==> src/rtl/xbus_pkg.sv <==
package xbus_pkg;
  typedef enum logic [1:0] {
    PH_RUN = 2'd0,
    PH_XA  = 2'd1,
    PH_XB  = 2'd2
  } phase_e;

  typedef enum logic [1:0] {
    LO_FLOAT = 2'd0,
    LO_ADDR  = 2'd1,
    LO_DATA  = 2'd2
  } lo_mode_e;
endpackage

==> src/rtl/xbus_cycle_timer.sv <==
module xbus_cycle_timer
  import xbus_pkg::*;
#(
  parameter int STATE_CNT     = 6,
  parameter int OSC_PER_STATE = 2,
  localparam int CYC          = STATE_CNT * OSC_PER_STATE,
  localparam int CW           = $clog2(CYC)
) (
  input  logic          clk,
  input  logic          rst_n,
  input  logic          idle,
  input  logic          pdown,
  input  logic          req_valid,
  input  logic          req_write,
  input  logic          req_wide,
  output logic          req_ready,
  output logic [CW-1:0] cnt,
  output phase_e        phase,
  output logic          wr_q,
  output logic          wide_q
);
  logic last;

  assign last      = (cnt == CW'(CYC - 1));
  assign req_ready = last && (phase == PH_RUN) && !idle && !pdown;

  always_ff @(posedge clk or negedge rst_n) begin
    if (!rst_n) begin
      cnt    <= '0;
      phase  <= PH_RUN;
      wr_q   <= 1'b0;
      wide_q <= 1'b0;
    end else begin
      cnt <= last ? '0 : cnt + 1'b1;
      if (last) begin
        case (phase)
          PH_RUN: begin
            if (req_valid && req_ready) begin
              phase  <= PH_XA;
              wr_q   <= req_write;
              wide_q <= req_wide;
            end
          end
          PH_XA:   phase <= PH_XB;
          default: phase <= PH_RUN;
        endcase
      end
    end
  end
endmodule

==> src/rtl/xbus_window_dec.sv <==
module xbus_window_dec
  import xbus_pkg::*;
#(
  parameter int STATE_CNT     = 6,
  parameter int OSC_PER_STATE = 2,
  parameter int ALE_W         = 2,
  parameter int STROBE_W      = 6,
  localparam int CYC          = STATE_CNT * OSC_PER_STATE,
  localparam int HALF         = CYC / 2,
  localparam int CW           = $clog2(CYC)
) (
  input  logic [CW-1:0] cnt,
  input  phase_e        phase,
  output logic          ale_win,
  output logic          psen_win,
  output logic          strobe_win,
  output logic          data_win,
  output logic          xfer_win,
  output logic          xaddr_half,
  output logic          busy
);
  always_comb begin
    int  c;
    int  off;
    bit  first_half;
    bit  in_a;
    bit  in_b;
    c          = int'(cnt);
    off        = c % HALF;
    first_half = (c < HALF);
    in_a       = (phase == PH_XA);
    in_b       = (phase == PH_XB);
    // latch pulse: dropped in the first half of cycle B
    ale_win    = (off < ALE_W) && !(in_b && first_half);
    // fetch strobe: dropped in second half of A and first half of B
    psen_win   = (off >= HALF / 2) && !(in_a && !first_half) && !(in_b && first_half);
    strobe_win = in_b && (c < STROBE_W);
    data_win   = (in_a && (c >= HALF + ALE_W)) || strobe_win;
    xfer_win   = (in_a && !first_half) || (in_b && first_half);
    xaddr_half = in_a && !first_half;
    busy       = in_a || in_b;
  end
endmodule

==> src/rtl/xbus_pin_ctl.sv <==
module xbus_pin_ctl
  import xbus_pkg::*;
(
  input  logic     ext_exec,
  input  logic     code_rd,
  input  logic     emu_mode,
  input  logic     idle,
  input  logic     pdown,
  input  logic     ale_dis,
  input  logic     wr_q,
  input  logic     wide_q,
  input  logic     ale_win,
  input  logic     psen_win,
  input  logic     strobe_win,
  input  logic     data_win,
  input  logic     xfer_win,
  input  logic     xaddr_half,
  input  logic     busy,
  output logic     ale,
  output logic     ale_strong,
  output logic     psen_n,
  output logic     rd_n,
  output logic     wr_n,
  output lo_mode_e lo_mode,
  output logic     hi_addr_sel
);
  logic dis_eff;

  assign dis_eff = ale_dis && !(busy || code_rd || emu_mode || idle || pdown || ext_exec);

  always_comb begin
    ale         = 1'b1;
    ale_strong  = 1'b1;
    psen_n      = 1'b1;
    rd_n        = 1'b1;
    wr_n        = 1'b1;
    lo_mode     = LO_FLOAT;
    hi_addr_sel = 1'b0;
    if (pdown) begin
      ale    = 1'b0;
      psen_n = 1'b0;
    end else if (!idle) begin
      ale         = dis_eff ? 1'b1 : ale_win;
      ale_strong  = !dis_eff;
      psen_n      = !(ext_exec && psen_win);
      rd_n        = !(strobe_win && !wr_q);
      wr_n        = !(strobe_win && wr_q);
      hi_addr_sel = xfer_win ? wide_q : ext_exec;
      if (ale_win && (ext_exec || xaddr_half)) lo_mode = LO_ADDR;
      else if (data_win)                       lo_mode = LO_DATA;
    end
  end
endmodule

==> src/rtl/xbus_strobe_gen.sv <==
module xbus_strobe_gen
  import xbus_pkg::*;
#(
  parameter int STATE_CNT     = 6,
  parameter int OSC_PER_STATE = 2,
  parameter int ALE_W         = 2,
  parameter int STROBE_W      = 6,
  localparam int CYC          = STATE_CNT * OSC_PER_STATE,
  localparam int CW           = $clog2(CYC)
) (
  input  logic       clk,
  input  logic       rst_n,
  input  logic       ext_exec,
  input  logic       code_rd,
  input  logic       emu_mode,
  input  logic       idle,
  input  logic       pdown,
  input  logic       ale_dis,
  input  logic       req_valid,
  output logic       req_ready,
  input  logic       req_write,
  input  logic       req_wide,
  output logic       ale,
  output logic       ale_strong,
  output logic       psen_n,
  output logic       rd_n,
  output logic       wr_n,
  output logic [1:0] lo_mode,
  output logic       hi_addr_sel
);
  logic [CW-1:0] cnt;
  phase_e        phase;
  logic          wr_q, wide_q;
  logic          ale_win, psen_win, strobe_win, data_win, xfer_win, xaddr_half, busy;
  lo_mode_e      lo_sel;

  xbus_cycle_timer #(.STATE_CNT(STATE_CNT), .OSC_PER_STATE(OSC_PER_STATE)) u_timer (
    .clk(clk), .rst_n(rst_n), .idle(idle), .pdown(pdown),
    .req_valid(req_valid), .req_write(req_write), .req_wide(req_wide),
    .req_ready(req_ready), .cnt(cnt), .phase(phase), .wr_q(wr_q), .wide_q(wide_q)
  );

  xbus_window_dec #(
    .STATE_CNT(STATE_CNT), .OSC_PER_STATE(OSC_PER_STATE),
    .ALE_W(ALE_W), .STROBE_W(STROBE_W)
  ) u_dec (
    .cnt(cnt), .phase(phase), .ale_win(ale_win), .psen_win(psen_win),
    .strobe_win(strobe_win), .data_win(data_win), .xfer_win(xfer_win),
    .xaddr_half(xaddr_half), .busy(busy)
  );

  xbus_pin_ctl u_pins (
    .ext_exec(ext_exec), .code_rd(code_rd), .emu_mode(emu_mode), .idle(idle),
    .pdown(pdown), .ale_dis(ale_dis), .wr_q(wr_q), .wide_q(wide_q),
    .ale_win(ale_win), .psen_win(psen_win), .strobe_win(strobe_win),
    .data_win(data_win), .xfer_win(xfer_win), .xaddr_half(xaddr_half), .busy(busy),
    .ale(ale), .ale_strong(ale_strong), .psen_n(psen_n), .rd_n(rd_n), .wr_n(wr_n),
    .lo_mode(lo_sel), .hi_addr_sel(hi_addr_sel)
  );

  assign lo_mode = lo_sel;
endmodule

==> config.mk <==
export PLATFORM = sky130hd
export DESIGN_NAME = xbus_strobe_gen
export DESIGN_NICKNAME = d
export VERILOG_FILES = /design/src/rtl/xbus_pkg.sv /design/src/rtl/xbus_cycle_timer.sv /design/src/rtl/xbus_window_dec.sv /design/src/rtl/xbus_pin_ctl.sv /design/src/rtl/xbus_strobe_gen.sv
export SDC_FILE = /design/constraint.sdc
export NUM_CORES = 1
export LEC_CHECK = 0
export BUFFER_PORTS_ARGS = -buffer_cell sky130_fd_sc_hd__buf_2
export CORE_MARGIN = 3
export CORE_UTILIZATION = 47
export CTS_CLUSTER_SIZE = 20
export DETAILED_ROUTE_END_ITERATION = 7
export PLACE_DENSITY = 0.74
export SYNTH_ARGS = -nofsm -noshare
export SYNTH_HDL_FRONTEND = slang
export SYNTH_SLANG_ARGS = --single-unit
==> constraint.sdc <==
create_clock -name clk -period 2 [get_ports clk]
set_clock_uncertainty 0.2 [all_clocks]
set_input_delay 0.3 -clock clk [delete_from_list [all_inputs] [get_ports clk]]
set_output_delay 0.3 -clock clk [all_outputs]
set_load 0.01 [all_outputs]
[Word level (Yosys, flattened, before mapping)]
Index checks and enable logic that the tools add are counted.
Widths: inputs -> output; s select.
Operators by class
  $add $sub $neg: 1
  $mul: 0
  divide/modulo/power cells: 1
  $lt $le $gt $ge: 4
  eq/ne operators: 4
  shift-type cells: 0
  multiplexer cells: 21
  bitwise logic cells: 0
  reduce and logical (&&, ||, !) cells: 38
Operators with widths (number)
  $ge 32x3->1 const B: 1
  $lt 32x3->1 const B: 1
  $mod 5x4->32 const B: 1
  $logic_and 1x1->1: 15
  $mux 1: 14
  $logic_not 1->1: 11
  $mux 2: 5
  $logic_or 1x1->1: 9
  $add 4x1->4 const B: 1
  $eq 4x4->1 const B: 1
  $ge 4x4->1 const B: 1
  $lt 4x3->1 const B: 1
  $mux 4: 1
  $pmux 2 s2: 1
  $reduce_and 3->1: 1
  $eq 2x1->1 const B: 1
  $eq 2x2->1 const B: 1
  $logic_not 2->1: 1
  $ne 2x2->1 const B: 1
  $reduce_and 2->1: 1
Word-level totals
  register bits after elaboration: 8
  latch bits: 0
  memory bits (writable): 0
  bits in read-only memories: 0
  bits of input ports: 11
  output and inout port bits: 9
  memories: 0

[Logic depth before layout (Yosys ltp)]
Gate-level depths: netlist of the first run.
  depth in word-level cells: 12
  depth in mapped cells: 8
  depth with buffers taken out: 7

[Hierarchy]
A second synthesis of the first run with hierarchy kept.
Second synthesis, totals
  cells, all modules: 84
  area total of the unflattened synthesis: 693.2 um^2
By module, submodules not included
  xbus_cycle_timer: times used 1, cells each 28, area each 347.8 um^2, sequential area each 200.2 um^2
  xbus_window_dec: times used 1, cells each 41, area each 257.7 um^2, sequential area each 0.0 um^2
  xbus_pin_ctl: times used 1, cells each 15, area each 87.6 um^2, sequential area each 0.0 um^2

[Worst setup path before layout of the first run]
OpenSTA, ideal clock, no wires.
  kind: reg-to-output
  start point: reg u_timer.cnt[3]
  end point: out lo_mode[0]
  arrival time: 1.880 ns
  required time: 1.500 ns
  path slack: -0.380 ns
  stages on the path, launching flop included: 9
  buffers on the path: 2
  path through: dfrtp_1 buf_6 buf_6 nor2_1 ha_1 nand2b_1 a211oi_2 o311ai_2 a211oi_1
Between the ends
  longest elaborated chain between the ends: 8
Ends and longest elaborated chain
  from (decl): line xbus_cycle_timer.sv:17  | output logic [CW-1:0] cnt,
  from (signal assigned): line xbus_cycle_timer.sv:34  | cnt <= last ? '0 : cnt + 1'b1;
  parallel branches: the longest is 4 deep, another holds $mod 5x4->32
  $logic_and 1x1->1 *: line xbus_pin_ctl.sv:49  | if (ale_win && (ext_exec || xaddr_half)) lo_mode = LO_ADDR;
  $mux 2 *: line xbus_pin_ctl.sv:49
  $mux 2 *: line xbus_pin_ctl.sv:42  | end else if (!idle) begin
  $mux 2 *: line xbus_pin_ctl.sv:39  | if (pdown) begin
  to (decl): line xbus_strobe_gen.sv:28  | output logic [1:0] lo_mode,
Mark *: on every way between the ends.

[Worst setup path in the final report of the first run]
  start point: reg u_timer.cnt[2]
  end point: out lo_mode[1]
Between the ends
  longest elaborated chain between the ends: 8
Ends and longest elaborated chain (line)
  parallel branches: the longest is 5 deep, another holds $mod 5x4->32
  $mux 2 *: xbus_pin_ctl.sv:49
  $mux 2 *: xbus_pin_ctl.sv:42
  $mux 2 *: xbus_pin_ctl.sv:39
Marked as above.

==> impl_results.md, run 1 <==
- Core area: 1610 um2
- All-Layer GR Usage: 24.3%
- P_leak: 0.585 nW
- Inst Count DP: 151
- Clock latency at the later pin of the worst-skew pair: 0.25 ns
- Post-route insts no fill: 161
- Outcome: complete, but fails checks
- Asr flop ratio synth: 100%
- Largest net degree at the start of global routing: 12
- DR DRC count: 0
- I/O pin count: 20
- Yosys warns: 0
- Period Utilization, post-route: 126%
- Initial Util: 53.7%
- Critical Path Start Type: register
- Vias in the first global route: 966
- Final Power: 491 uW
- Diodes inserted: 0
- Post-Syn Instances: 94
- Via density: 5.57
- Dpl ws: -0.292 ns
- CTS sink count: 8
- CP Cell Sequence: inv_2 -> nor2_4 -> ha_4 -> nand2b_4 -> a211oi_4 -> o311ai_4 -> a32o_2 -> buf_6
- Yosys reg bits: 8
- HP Class: input pin to register
- Root Driver: clkbuf_4
- Minimum clock period: 2.53 ns
- CP arrival: 2.03 ns
- Util after Layout: 82.0%
- Fill count: 97
- Mapped Area: 866 um2
- Pwr per Cell Area: 372 nW/um2
- # rows: 14
- Syn avg cell area: 9.21 um2
- Crit path buf inv count: 2
- Commonest non-fill, non-tap cell in the layout: buf_4
- Max-Cap Viols: 0
- Post-synth EDFFs: 0
- Pre-Repair DR Iteration Count: 4
- Post-synth net total: 114
- Endpoints failing hold: 0
- Initial antenna violation count: 0
- Via count: 896
- Worst setup path class: register to output pin
- Drt total wl: 2670 um
- Worst slew pin tran: 0.322 ns
- Power Internal: 339 uW
- Final setup vio count: 7
- Min setup slack post-route: -0.529 ns
- CTS tree: built
- Switch Pwr: 153 uW
- Port Buffers: 19
- Antenna Nets Post-Route: 0
- Die H: 48.9 um
- Clock slew at reported path FFs: 0.05 ns
- Combinational Power Share: 37.8%
- Die Span X: 48.9 um
- Delay-heaviest family, CP: compound AO/OA/AOI/OAI gates
- Share of layout cells above drive strength 1: 59.9%
- Worst vdd rail ir drop: 0.000407 V
- Power share of the sequential group: 37.7%
- RSZ-0062 raised after global routing: true
- DP HPWL: 1710 um
- Worst Path Required: 1.50 ns
- Failing checks: setup timing
- Crit-path slowest cell: dfrtp_2
- Final net count: 159
- DRT iter0 DRCs: 17
- Area occupied by multi-input gates: 714 um2
- Max incr delay on CP: 0.44 ns
- DIE AREA: 2390 um2
- Clock Tree Buf Depth: 2
- Clock power frac: 24.5%
- Slew Limit Fails: 0
- Area Overhead vs Synth: 52.6%
- H-Tree Depth: 1
- Yosys cell types: 44
- WL/cell: 16.6 um
- Setup TNS: -2.29 ns
- GRT Residual Overflow: 0
- Post-synthesis sequential area ratio: 23.1%
- Slew headroom: 78.5%
- First-pass GRT wire length: 4460 um
- Worst setup EP type: output pin
- Sequential Area: 204 um2
- GPL Wtd Cong: 0.805
- Fmax: 395 MHz
- Primary FF master, synth: dfrtp_1
- Most frequent cells in the layout: buf_4 (24), buf_2 (17)
- CTS buffer count: 3
- Sw frac: 31.1%
- Crit path max fanout: 4
[routing by layer]
layer  GRT usage [%]  vias up  routed length (um)
li1                -      430                   -
met1            26.7      424                1110
met2            44.3       32                1370
met3            2.14       10                  75
met4            15.6        0                 109
met5               0        -                   0
[through the flow]
stage / hold WS [ns] / instance area (um2)
6_report: 0.0737 / 1320
3_3_place_gp: -0.0497 / 1120
5_1_grt: 0.0755 / 1320
3_5_place_dp: -0.0488 / 1120
2_1_floorplan: -0.196 / 906
4_1_cts: 0.0670 / 1310
[cells by family (layout without fill, tap and decap cells)]
family | after synthesis | after routing | synth area share (%)
AOI/OAI and AO/OA | 27 | 27 | 24.1
xor gates and xnor gates | 2 | 2 | 2.02
adders and majority gates | 9 | 9 | 13.0
buffers and inverters | 12 | 55 | 9.68
DFF | 8 | 8 | 23.1
muxes | 6 | 6 | 7.51
and+or+nand+nor | 30 | 30 | 20.5
[synth_stat cells (3+ instances only)]
cell / instances / area (um2)
ha_1: 9 / 113
nand2b_1: 4 / 25.0
mux2_2: 3 / 33.8
a21oi_1: 4 / 20.0
o22ai_1: 3 / 18.8
buf_6: 5 / 56.3
dfrtp_1: 8 / 200
nor2_1: 4 / 15.0
and3_1: 3 / 18.8
o21a_1: 3 / 22.5
nand2_1: 5 / 18.8
a31oi_1: 3 / 18.8
inv_1: 4 / 15.0
[layout make-up]
type	instances	share of cell area, %
clock buffers	3	1.70
well taps	24	2.27
flip-flops and latches	8	15.4
repair buffers	47	25.1
inverters	5	1.42
multi-input cells	74	54.1
[path summary, 6_finish.rpt]
kind                                startpoint          endpoint  slack (ns)  cells after the start
worst max-delay path            u_timer.cnt[2]        lo_mode[1]       -0.53                      8
worst min-delay path                 req_write      u_timer.wr_q        0.07                      2
worst max register to register  u_timer.cnt[2]  u_timer.phase[1]        0.04                      7
worst min register to register  u_timer.wide_q    u_timer.wide_q        0.36                      1
max in group asynchronous                rst_n    u_timer.cnt[3]        1.20                      2
min in group asynchronous                rst_n  u_timer.phase[1]        0.22                      2
[power groups by stage]
stage	combinational [mW]	sequential (mW)	clock, mW
after detailed placement	0.156	0.186	0
after global routing	0.199	0.186	0.133
after global placement	0.149	0.185	0
after CTS	0.172	0.185	0.125
final	0.186	0.185	0.120
after floorplan	0.0840	0.185	0
[flip-flops by register name, indices dropped and copies added, names as in the netlist]
name / cells
u_timer.cnt: 4
u_timer.phase: 2
u_timer.wide_q: 1
u_timer.wr_q: 1
[timing repair]
| action | 4_1_cts | 5_1_grt |
|---|---|---|
| hold buffers | 1 | 0 |
| endpoints found under the hold margin | 8 | 0 |
| pin swaps | 12 | 5 |
| setup buffers | 7 | 1 |
| endpoints found under the setup margin | 9 | 11 |
| gates resized for setup | 22 | 7 |
Note: power is estimated with default switching activity, not from simulation.
==> run 2, diff against run 1 <==
ABC_AREA = 1   (was default)
CORE_UTILIZATION = 46   (was 47)
CTS_CLUSTER_DIAMETER = 100   (was default)
PLACE_DENSITY = 0.73   (was 0.74)
==> impl_results.md, run 2 <==
- Outcome: complete, but fails checks
- Failing checks: setup timing
- Primary FF master, synth: dfrtp_1
- GRT busiest layer: met2
- H-Tree Depth: 1
- Post-Syn Instances: 114
- Core area: 1560 um2
- Most common cell in the netlist: nand2_1
- Initial Util: 50.9%
- Mapped Area: 793 um2
- Yosys cell types: 25
- Largest regs: u_timer.cnt x4, u_timer.phase x2
- CTS buffer count: 3
- Via density: 4.88
- Most frequent cells in the layout: nand2_1 (24), buf_2 (18), buf_4 (14), inv_1 (11), nand2_2 (10)
- Pre-Repair DR Iteration Count: 4
- CTS sink count: 8
- Antenna Nets Post-Route: 0
- Worst hold margin: 0.0482 ns
- WL/cell: 11.8 um
- Vias in the first global route: 658
- Commonest non-fill, non-tap cell in the layout: nand2_1
- # rows: 14
- CTS tree: built
- Setup TNS: -1.77 ns
- M1 GR Usage: 21.4%
- Worst slew pin tran: 0.252 ns
- GPL Wtd Cong: 0.836
- Synth top area cells: dfrtp_1 (25%), nand2_1 (15%), ha_1 (14%)
- Reg with most FFs: u_timer.cnt
- HP Class: input pin to register
- Syn avg cell area: 6.96 um2
- Initial antenna violation count: 0
- Post-synth net total: 134
- Util after Layout: 73.2%
- Pwr per Cell Area: 495 nW/um2
- I/O pin count: 20
- Clock slew at reported path FFs: 0.06 ns
- Drt total wl: 1940 um
- Worst vdd rail ir drop: 0.000510 V
- Period Utilization, post-route: 125%
- CP arrival: 2.00 ns
- Via count: 805
- Root Driver: clkbuf_4
- Worst setup path class: register to output pin
- Clock latency at the later pin of the worst-skew pair: 0.26 ns
- Slew Limit Fails: 0
- Worst Path Required: 1.50 ns
- Endpoints failing hold: 0
- Commonest cells post-synth: nand2_1 (32), inv_1 (15), nand3_1 (10), ha_1 (9), nor2_1 (9)
- DP HPWL: 1390 um
- Area leader, netlist: dfrtp_1
- RSZ-0062 raised after global routing: true
- Worst setup EP type: output pin
- Die H: 47.5 um
- DRT iter0 DRCs: 11
- Yosys reg bits: 8
- Post-synthesis sequential area ratio: 25.2%
- DR DRC count: 0
- Dpl ws: -0.196 ns
- Placed inst area: 975 um2
- M2 GR Usage: 29.4%
- Final net count: 171
- Final Instance Area: 1140 um2
- GRT Residual Overflow: 0
- Post-route insts no fill: 165
- DIE AREA: 2260 um2
- Synth top area share: 25.2%
- Die Span X: 47.5 um
- Min setup slack post-route: -0.499 ns
- Post-synth EDFFs: 0
- Final Power: 565 uW
- All-Layer GR Usage: 17.3%
- Fmax: 400 MHz
- Met3 Usage GRT: 1.13%
- Share of layout cells above drive strength 1: 49.0%
- P_leak: 0.643 nW
- Diodes inserted: 0
- Port Buffers: 19
- Largest net degree at the start of global routing: 9
- Minimum clock period: 2.50 ns
- Crit path max fanout: 4
- First-pass GRT wire length: 2700 um
- Max-Cap Viols: 0
- Final setup vio count: 4
- Yosys warns: 0
- Area Overhead vs Synth: 43.8%
- Inst Count DP: 157
- Slew headroom: 83.2%
- Max reg flops: 4
- Critical Path Start Type: register
- Clock Tree Buf Depth: 2
- Asr flop ratio synth: 100%
## run 2: cell count changes in the layout (fill, tap and decap cells not counted), sizes merged, moves of 4 or more
cell / delta
nand2: +31
inv: +15
buf: -12
nand3: +9
nor2: +6
mux2: -4
nand2b: -4
## run 2: where the power goes
part	internal, mW	leakage (nW)	total, mW	switching (mW)
logic	0.0919	0.528	0.239	0.147
registers	0.184	0.101	0.200	0.0164
clock network	0.0688	0.0138	0.126	0.0571
total	0.344	0.642	0.565	0.221
## run 2: final cells by class
type / instances / area [um2]
multi-input cells: 83 / 589
fillers: 128 / 418
repair buffers: 35 / 228
flip-flops and latches: 8 / 201
inverters: 20 / 80.1
clock buffers: 3 / 22.5
well taps: 16 / 20.0
## run 2: kinds of logic after synthesis
kind of cell	count (synthesis)	share of synthesized area, %
and+or+nand+nor	65	40.5
adders and majority gates	9	14.2
AOI/OAI and AO/OA	9	7.41
DFF	8	25.2
buffers and inverters	23	12.6
## run 2: worst paths after layout
check / start / to / slack, ns / depth (start not counted)
worst max-delay path: u_timer.cnt[3] / ale / -0.50 / 12
worst min-delay path: req_write / u_timer.wr_q / 0.05 / 3
worst max register to register: u_timer.cnt[1] / u_timer.phase[1] / 0.28 / 10
worst min register to register: u_timer.wr_q / u_timer.wr_q / 0.30 / 2
max in group asynchronous: rst_n / u_timer.cnt[1] / 1.19 / 2
min in group asynchronous: rst_n / u_timer.phase[0] / 0.22 / 2
## run 2: layer usage
metal  part of all wire [%]  up-vias
met5                      0        -
met1                     42      363
met4                    2.1        0
met2                     54       12
li1                       -      424
met3                    2.1        6
## run 2: repair_timing
item,CTS,global route
pin swaps,1,13
hold buffers,1,0
endpoints found under the setup margin,8,7
resized for setup,8,19
buffers inserted,0,4
hold endpoints to repair,8,0
## run 2: worst max-delay path, cell delays in order (launching register included)
cell and delay, ns:
dfrtp_1 0.41, ha_1 0.30, inv_2 0.05, nand2_2 0.07, nand2_2 0.06, nand2_2 0.07, nand2_2 0.06, o21ai_2 0.17
nand3_1 0.10, nand2_1 0.11, nand2_1 0.08, a21oi_2 0.13, buf_2 0.13
==> run 3, diff against run 2 <==
clock period = 2.2 ns   (was 2 ns; I/O delays follow)
==> impl_results.md, run 3 (synthesized netlist as in run 2, its figures left out) <==
- Period Utilization, post-route: 113%
- Max-Cap Viols: 0
- Endpoints failing hold: 0
- Worst Hold Depth: 3
- Vias in the first global route: 616
- Crit-path slowest cell: dfrtp_1
- Core area: 1560 um2
- Reg with most FFs: u_timer.cnt
- Slew headroom: 79.6%
- Worst Path Required: 1.67 ns
- Largest net degree at the start of global routing: 9
- GPL Wtd Cong: 0.791
- Initial antenna violation count: 0
- Die H: 47.5 um
- Final net count: 165
- CP most frequent cell: nand3_2
- Clock latency at the later pin of the worst-skew pair: 0.25 ns
- Worst vdd rail ir drop: 0.000555 V
- Delay-heaviest family, CP: simple AND/OR/NAND/NOR gates
- Initial Util: 50.9%
- Share of layout cells above drive strength 1: 42.7%
- Worst path depth: 10
- Worst setup path class: register to output pin
- P_leak: 0.615 nW
- Critical Path Start Type: register
- CTS buffer count: 3
- Diodes inserted: 0
- First-pass GRT wire length: 2530 um
- I/O pin count: 20
- Minimum clock period: 2.49 ns
- Setup TNS: -0.993 ns
- Via density: 5.05
- CP Cell Sequence: ha_4 -> nand3b_1 -> nand3_2 -> nand3_2 -> nand2_2 -> nand3_2 -> nand2_2 -> nand2_1 -> a21oi_1 -> buf_2
- Worst slew pin tran: 0.306 ns
- Fill count: 134
- # rows: 14
- Outcome: complete, but fails checks
- Die Span X: 47.5 um
- HP Class: input pin to register
- Max reg flops: 4
- Commonest non-fill, non-tap cell in the layout: nand2_1
- GRT Residual Overflow: 0
- Drt total wl: 1830 um
- Crit path max fanout: 4
- CTS sink count: 8
- DRT iter0 DRCs: 4
- H-Tree Depth: 1
- CTS tree: built
- Final Power: 480 uW
- Port Buffers: 19
- Pwr per Cell Area: 450 nW/um2
- Root Driver: clkbuf_4
- Fmax: 402 MHz
- Area Overhead vs Synth: 34.4%
- WL/cell: 11.5 um
- Via count: 803
- Pre-Repair DR Iteration Count: 4
- Min setup slack post-route: -0.287 ns
- Slew Limit Fails: 0
- All-Layer GR Usage: 15.9%
- R2r worst-path depth: 9
- Clock Tree Buf Depth: 2
- RSZ-0062 raised after global routing: true
- CP arrival: 1.96 ns
- Worst setup EP type: output pin
- DIE AREA: 2260 um2
- Failing checks: setup timing
- Max incr delay on CP: 0.42 ns
- DR DRC count: 0
- Antenna Nets Post-Route: 0
- Clock slew at reported path FFs: 0.05 ns
- DP HPWL: 1280 um
- Most frequent cells in the layout: nand2_1 (26), buf_2 (19), inv_1 (14), nand2_2 (9)
- Crit path buf inv count: 1
- Final setup vio count: 4
- Largest regs: u_timer.cnt x4, u_timer.phase x2
[run 3: path summary, 6_finish.rpt]
kind                                startpoint          endpoint  slack, ns
min in group asynchronous                rst_n    u_timer.cnt[2]       0.25
worst min register to register  u_timer.wide_q    u_timer.wide_q       0.30
max in group asynchronous                rst_n    u_timer.wide_q       1.38
worst max-delay path            u_timer.cnt[2]               ale      -0.29
worst min-delay path                 req_write      u_timer.wr_q       0.09
worst max register to register  u_timer.cnt[1]  u_timer.phase[1]       0.38
[run 3: what timing repair did]
action	CTS	global route
hold endpoints to repair	8	0
hold buffers	1	0
setup endpoints to repair	4	5
pin swaps	3	5
resized for setup	5	15
buffers inserted	1	4
[run 3: cell type report]
type                       count  area, um2  area share, %
multi-input combinational     83        566           53.1
sequential                     8        200           18.8
timing repair buffer          29        180           16.9
inverter                      20       77.6           7.28
clock buffer                   3       22.5           2.11
tap                           16       20.0           1.88
[run 3: per-stage QoR]
step                util (%)  worst slack, ns  hold WS [ns]  instance area [um2]  instances
CTS                     62.4           -0.237        0.0841                  972        155
finish                  68.4           -0.287        0.0947                 1070        159
global placement        58.7           0.0285       -0.0220                  916        150
floorplan                  -           0.0641        -0.166                  793        114
global route            68.4           -0.452        0.0989                 1070        159
detailed placement      58.7         -0.00290       -0.0191                  916        150
[run 3: worst register-to-register path, cell delays in order (launching register included)]
cell,delay [ns]
dfrtp_1,0.51
ha_1,0.23
nand2_1,0.09
inv_2,0.08
nand2_4,0.07
nor3_4,0.12
and2_4,0.20
o21bai_4,0.07
nor2_1,0.10
a21oi_1,0.05
[run 3: per-layer routing]
metal	up-vias	track usage [%]	part of all wire [%]
met1	367	23.3	46
met4	0	10.5	2.5
li1	415	-	-
met3	6	2.26	2.8
met2	15	21.1	49
met5	-	0	0
[run 3: power breakdown]
group	internal, mW	total (mW)	switching (mW)
registers	0.167	0.178	0.0114
logic	0.0702	0.191	0.120
clock network	0.0623	0.111	0.0483
total	0.299	0.480	0.180
